$ cat config.mk
export PLATFORM = sky130hd
export DESIGN_NAME = cpufe_top
export DESIGN_NICKNAME = d
export VERILOG_FILES = /design/src/rtl/cpufe_pkg.sv /design/src/rtl/cpufe_ctrl.sv /design/src/rtl/cpufe_dp.sv /design/src/rtl/cpufe_top.sv
export SDC_FILE = /design/constraint.sdc
export NUM_CORES = 1
export LEC_CHECK = 0
export BUFFER_PORTS_ARGS = -buffer_cell sky130_fd_sc_hd__buf_2
export CAP_MARGIN = 20
export CORE_MARGIN = 2
export CORE_UTILIZATION = 41
export DETAILED_ROUTE_END_ITERATION = 12
export PLACE_DENSITY = 0.65
export SYNTH_ARGS = -nofsm -noshare
export SYNTH_HDL_FRONTEND = slang
export SYNTH_SLANG_ARGS = --single-unit
$ cat constraint.sdc
create_clock -name clk -period 2 [get_ports clk]
set_input_delay 0.4 -clock clk [delete_from_list [all_inputs] [get_ports clk]]
set_output_delay 0.4 -clock clk [all_outputs]
set_load 0.005 [all_outputs]
$ cat src/rtl/cpufe_pkg.sv
package cpufe_pkg;

  // Strobes from the sequencing control to the datapath
  typedef struct packed {
    logic vecLo;     // low vector byte address on the bus, capture at edge
    logic vecHi;     // high vector byte address on the bus, load PC at edge
    logic sampleEn;  // interrupt pins are sampled at this edge
  } seqStrobes_t;

endpackage

$ cat src/rtl/cpufe_ctrl.sv
module cpufe_ctrl
  import cpufe_pkg::*;
#(
  parameter int RESET_DELAY = 6
) (
  input  logic        clk,
  input  logic        rst,
  input  logic        aec,
  output seqStrobes_t strobes,
  output logic        stepEn
);

  localparam int CNT_W = $clog2(RESET_DELAY + 1);
  localparam logic [CNT_W-1:0] LOAD_VAL = CNT_W'(RESET_DELAY);
  localparam logic [CNT_W-1:0] LO_AT    = CNT_W'(2);
  localparam logic [CNT_W-1:0] HI_AT    = CNT_W'(1);

  logic [CNT_W-1:0] delayCnt;
  logic             bootDone;

  always_ff @(posedge clk) begin
    if (rst) begin
      delayCnt <= LOAD_VAL;
    end else if (delayCnt != '0) begin
      delayCnt <= delayCnt - 1'b1;
    end
  end

  always_comb begin
    bootDone         = (delayCnt == '0);
    stepEn           = bootDone && aec && !rst;
    strobes.vecLo    = !rst && (delayCnt == LO_AT);
    strobes.vecHi    = !rst && (delayCnt == HI_AT);
    strobes.sampleEn = stepEn;
  end


  cnt_dec_chk: assert property (@(posedge clk) disable iff (rst)
    (delayCnt != '0) |=> (delayCnt == $past(delayCnt) - 1'b1));


  vec_order_chk: assert property (@(posedge clk) disable iff (rst)
    strobes.vecHi |-> $past(strobes.vecLo));


  no_step_boot_chk: assert property (@(posedge clk) disable iff (rst)
    (strobes.vecLo || strobes.vecHi) |-> !stepEn);

endmodule

$ cat src/rtl/cpufe_dp.sv
module cpufe_dp
  import cpufe_pkg::*;
#(
  parameter int DATA_W = 8
) (
  input  logic                  clk,
  input  logic                  rst,
  input  seqStrobes_t           strobes,
  input  logic                  irqN,
  input  logic                  nmiN,
  input  logic                  nmiAck,
  input  logic [DATA_W-1:0]     memRdata,
  output logic [2*DATA_W-1:0]   memAddr,
  output logic                  pcLoad,
  output logic [2*DATA_W-1:0]   pcValue,
  output logic                  irqReq,
  output logic                  nmiReq
);

  localparam int ADDR_W = 2 * DATA_W;
  localparam logic [ADDR_W-1:0] IDLE_ADDR = '1;
  localparam logic [ADDR_W-1:0] LO_ADDR   = IDLE_ADDR - ADDR_W'(3);
  localparam logic [ADDR_W-1:0] HI_ADDR   = IDLE_ADDR - ADDR_W'(2);

  logic [DATA_W-1:0] loByte;
  logic              nmiPrev;
  logic              nmiEdge;

  always_comb begin
    if (strobes.vecLo)      memAddr = LO_ADDR;
    else if (strobes.vecHi) memAddr = HI_ADDR;
    else                    memAddr = IDLE_ADDR;
    nmiEdge = strobes.sampleEn && nmiPrev && !nmiN;
  end

  always_ff @(posedge clk) begin
    if (rst) begin
      loByte  <= '0;
      pcValue <= '0;
      pcLoad  <= 1'b0;
      irqReq  <= 1'b0;
      nmiPrev <= 1'b1;
      nmiReq  <= 1'b0;
    end else begin
      pcLoad <= strobes.vecHi;
      if (strobes.vecLo) loByte <= memRdata;
      if (strobes.vecHi) pcValue <= {memRdata, loByte};
      if (strobes.sampleEn) begin
        irqReq  <= !irqN;
        nmiPrev <= nmiN;
      end
      nmiReq <= (nmiReq && !nmiAck) || nmiEdge;
    end
  end


  pc_pulse_chk: assert property (@(posedge clk) disable iff (rst)
    pcLoad |=> !pcLoad);


  irq_hold_chk: assert property (@(posedge clk) disable iff (rst)
    !strobes.sampleEn |=> $stable(irqReq));


  nmi_rise_chk: assert property (@(posedge clk) disable iff (rst)
    $rose(nmiReq) |-> ($past(strobes.sampleEn) && !$past(nmiN)));


  nmi_keep_chk: assert property (@(posedge clk) disable iff (rst)
    (nmiReq && !nmiAck) |=> nmiReq);

endmodule

$ cat src/rtl/cpufe_top.sv
module cpufe_top
  import cpufe_pkg::*;
#(
  parameter int DATA_W      = 8,
  parameter int RESET_DELAY = 6
) (
  input  logic                clk,
  input  logic                rst,
  input  logic                aec,
  input  logic                ba,
  input  logic                irq_n,
  input  logic                nmi_n,
  input  logic                nmi_ack,
  input  logic [DATA_W-1:0]   mem_rdata,
  output logic [2*DATA_W-1:0] mem_addr,
  output logic                pc_load,
  output logic [2*DATA_W-1:0] pc_value,
  output logic                step_en,
  output logic                rdy,
  output logic                irq_req,
  output logic                nmi_req
);

  seqStrobes_t seqStrobes;

  assign rdy = ba;

  cpufe_ctrl #(.RESET_DELAY(RESET_DELAY)) u_ctrl (
    .clk     (clk),
    .rst     (rst),
    .aec     (aec),
    .strobes (seqStrobes),
    .stepEn  (step_en)
  );

  cpufe_dp #(.DATA_W(DATA_W)) u_dp (
    .clk      (clk),
    .rst      (rst),
    .strobes  (seqStrobes),
    .irqN     (irq_n),
    .nmiN     (nmi_n),
    .nmiAck   (nmi_ack),
    .memRdata (mem_rdata),
    .memAddr  (mem_addr),
    .pcLoad   (pc_load),
    .pcValue  (pc_value),
    .irqReq   (irq_req),
    .nmiReq   (nmi_req)
  );

endmodule

; ---- Word-level counts from Yosys, hierarchy flattened
; Cells that the tools add are included.
[classes]
reduce_logical = 14
n_eq_ne = 2
addsub = 1
mux = 2
[op_table]
columns = op, count
row1 = 16-bit two-way mux, 1
row2 = 1-bit logical AND, 7
row3 = 1-bit logical NOT, 4
row4 = "3-bit by 1-bit == test with 1-bit output, second input constant", 1
row5 = "3-bit by 2-bit == test with 1-bit output, second input constant", 1
row6 = 3-bit logical NOT, 1
row7 = 3-bit nonzero test, 1
row8 = "3-bit by 1-bit subtractor with 3-bit output, second input constant", 1
row9 = 2-bit two-way mux, 1
row10 = 1-bit logical OR, 1
[totals]
ff_bits = 31
elab_cells = 26

; ---- Logic depth before layout (Yosys ltp)
[depth]
depth_word = 6
mapped_depth = 6

; ---- Hierarchy
; From an unflattened synthesis, not the netlist that was laid out.
[unflattened]
hier_cells = 132
area_unflattened_um2 = 1341.3
[modules_own_cells]
columns = mod, cells_per_inst, n_inst, seq_area_each_um2, area_each_um2
row1 = cpufe_dp, 107, 1, 560.5, 1112.3
row2 = cpufe_ctrl, 24, 1, 60.1, 221.5
row3 = cpufe_top, 1, 1, 0.0, 7.5

; ---- Least setup slack after synthesis
; Ideal clock, no wire load.
[synth_timing]
path_kind = input to output
from = in rst
to = out mem_addr[1]
path_slack_ns = 0.537
arrival_ns = 1.063
path_stages = 4
required_ns = 1.600
cell_sequence = buf_4 > nor3b_4 > buf_6 > nor2_1
[synth_via]
elab_chain_len = 4
[synth_rtl]
columns = item, line
row1 = "start, declared", cpufe_top.sv:8  ; input logic rst,
row2 = 1-bit logical NOT *, "cpufe_ctrl.sv:32, cpufe_ctrl.sv:33"
row3 = 1-bit logical AND, cpufe_ctrl.sv:33  ; strobes.vecHi = !rst && (delayCnt == HI_AT);
row4 = 2-bit two-way mux, cpufe_dp.sv:31  ; else if (strobes.vecHi) memAddr = HI_ADDR;
row5 = 16-bit two-way mux *, cpufe_dp.sv:30  ; if (strobes.vecLo) memAddr = LO_ADDR;
row6 = "end, declared", cpufe_top.sv:15  ; output logic [2*DATA_W-1:0] mem_addr,
; Mark *: on every way between the ends. The rest lies on a longest branch, timed or not.

; ---- Final worst setup path
[layout_timing]
from = reg u_ctrl.delayCnt[0]
to = out step_en
[layout_via]
elab_chain_len = 3
[layout_rtl]
columns = item, line
row1 = "start, declared", cpufe_ctrl.sv:18  ; logic [CNT_W-1:0] delayCnt;
row2 = "start signal, assigned", cpufe_ctrl.sv:25  ; delayCnt <= delayCnt - 1'b1;
row3 = 3-bit logical NOT, cpufe_ctrl.sv:30  ; bootDone = (delayCnt == '0);
row4 = 1-bit logical AND (2 in a row), cpufe_ctrl.sv:31  ; stepEn = bootDone && aec && !rst;
row5 = "end, declared", cpufe_top.sv:18  ; output logic step_en,
; No other way between the ends.

==> impl_results.md <==
* FF-to-FF path depth at 5
* Largest cells by area after synthesis: dfxtp_1 (44%), nand2b_1 (11%), buf_4 (8.5%)
* Final Cell Area at about 0.0016 mm2
* Setup Viol. Count Final at 0
* P_sw at 0.292 mW
* Nets at 210
* Clk slew on worst S/H paths at 0.09 ns
* Period utilization at 0.950
* Site Rows at 21
* Share of cells above drive strength 1 at 0.302
* Reg2reg start: u_ctrl.delayCnt[1]
* Die Span X at roughly 63 um
* Synth unique cells at 24
* Primary FF master, synth: dfxtp_1
* FF-to-FF End: u_dp.pcValue[8]
* Largest net degree at the start of global routing at 34
* Crit path DAT at 1.50 ns
* Crit path capture: step_en
* Hold WC Path Type: primary input to flip-flop
* # H-tree levels at 2
* Placed Area at 0.00154 mm2
* Crit path from: u_ctrl.delayCnt[0]
* RePlAce Congestion at 0.660
* Reg2Reg Setup Slack at 0.57 ns
* Vias in the first global route at approximately 1.0k
* Synthesized netlist cell count at 156
* P&R area growth vs syn at 12.4%
* Gate power share at 0.110
* Non-filler cells, final at between 200 and 250
* Count of final hold-check violations at 0
* Switching share of power at 0.258
* Clock Sinks at 31
* MaxCap Viol Count at 0
* Pwr dens at between 700 and 800 mW/mm2
* Die area at approximately 0.0040 mm2
* Post-route ant nets at 0
* Drt total wl at between 2 and 3 mm
* Setup TNS at 0 ns
* GR Overflow Total at 0
* DR vias at 1040
* Core area at approximately 0.0033 mm2
* Hold Path Cell Cnt at 2
* Yosys warning total at 0
* Max VDD drop at approximately 0.00034 V
* Vias per cell at 4.37
* Crit Path Max Fanout at 6
* Top-area cell type share of the netlist area at 0.437
* Io pins at 52
* Fin util at 0.478
* Leak at about 0.71 nW
* WL per Instance at 10.6 um
* Placed Cells at 230
* Ys async rst share at 0
* First-pass GRT wire length at 4.40 mm
* Outcome: complete, no violations
* Crit path required time at between 1.5 and 2 ns
* Ant. Diodes at 0
* Syn_area_per_cell at 9.10 um2
* Final HPWL from detailed placement at between 1.5 and 2 mm
* Setup Crit Path Kind: flip-flop to output port
* DRC at 0
* Syn Std Cell Area at 0.00142 mm2
* Synthesized flop and latch total at 31
* TritonCTS clock tree: done
* TritonCTS Buffers at 5
* Initial antenna violation count at 0
* Initial DRC Count at 43
* Seq/Total Area, Yosys at 0.437
* Internal power at 0.839 mW
* Drt first pass iters at 4
* Worst-Skew Late Latency at 0.32 ns
* Synth area leader: dfxtp_1
* Layout Skew at 0.00506 ns
* Clk network pwr share at 0.305
* RSZ-0062 raised after global routing: false
* DIE HEIGHT at about 63 um
* Fmax at 0.526 GHz
* Root Driver: clkbuf_4
* Maximum clock path buffer count at 2
* Port buffer count at 35
* Initial core utilization at 0.426
* Worst Setup End Kind: output port
* Total track usage at 0.142
* Tmin final at approximately 1.9 ns
* EDFF count, synth at 0
* Flop pwr share at 0.585
* Final Max Slew Viols at 0
* Startpoint Class: flip-flop
==> kinds of logic after synthesis <==
logic type      synth area share
simple gates               0.239
flops                      0.437
compound gates             0.130
buf+inv                    0.143
fa+ha+maj                 0.0352
other cells              0.00264
xor+xnor                 0.00617
mux                      0.00705
==> layout make-up <==
class	instances	area, um2
clock buffers	7	45.0
clock inverters	1	5.00
fillers	358	1740
inverters	4	15.0
multi-input cells	110	647
flip-flops and latches	31	622
well taps	46	57.6
repair buffers	39	205
==> Yosys cell counts, drive strengths merged (2+ instances only) <==
cell	count
nand2	24
o21ai	24
a21oi	3
dfxtp	31
ha	4
nor3b	2
buf	21
inv	4
nand2b	26
clkbuf	3
nor2	4
==> sequential cells by signal (all words and copies together), names as in the netlist <==
signal,cells
u_dp.nmiPrev,1
u_dp.nmiReq,1
u_dp.pcValue,16
u_ctrl.delayCnt,3
u_dp.loByte,8
u_dp.pcLoad,1
u_dp.irqReq,1
==> critical path: stages, from the launching register on <==
cell     delay, ns
dfxtp_2       0.36
inv_1         0.08
ha_1          0.23
and3b_2       0.25
nor2b_1       0.13
buf_2         0.13
==> what timing repair did <==
action	in CTS	in global routing
resized for setup	0	2
hold buffers	0	0
setup buffers	0	0
endpoints found under the setup margin	0	1
==> power by group through the flow <==
stage                     Combinational [mW]  Sequential [mW]  Clock [mW]
after floorplan                        0.111            0.672           0
after global placement                 0.120            0.674           0
final                                  0.124            0.661       0.345
after CTS                              0.127            0.662       0.361
after detailed placement               0.126            0.676           0
after global routing                   0.143            0.665       0.388
==> per-stage QoR <==
stage,setup slack (ns),hold slack [ns],power [mW]
floorplan,0.537,0.426,0.783
detailed placement,0.399,0.445,0.802
global route,0.00432,0.242,1.20
global placement,0.455,0.444,0.793
finish,0.0990,0.259,1.13
CTS,0.0224,0.244,1.15
==> worst min path at each step <==
| stage | end | slack [ns] | startpoint |
|---|---|---|---|
| after detailed placement | u_dp.pcValue[5] | 0.44 | u_dp.loByte[5] |
| after global placement | u_dp.pcValue[7] | 0.44 | u_dp.loByte[7] |
| after floorplan | u_dp.pcValue[0] | 0.43 | u_dp.loByte[0] |
| after global routing | u_dp.irqReq | 0.24 | irq_n |
| final | u_dp.irqReq | 0.26 | irq_n |
| after CTS | u_dp.irqReq | 0.24 | irq_n |
==> cells in the final DEF, fill, tap and decap left out, types with 2 or more instances in the layout <==
master,n
nand2_1,24
a21oi_1,3
ha_1,4
nand2b_1,26
conb_1,14
clkbuf_4,5
inv_1,4
o21ai_1,5
nor3b_4,2
dfxtp_1,30
o21ai_0,11
buf_2,35
o21ai_2,8
nor2_1,4
buf_4,4
clkbuf_1,2
==> layer usage <==
metal	global-route usage	wire [um]
met3	0.0541	153
met2	0.254	1240
met1	0.153	1100
met4	0.0500	31
met5	0	0
Note: power is estimated with default switching activity, not from simulation.
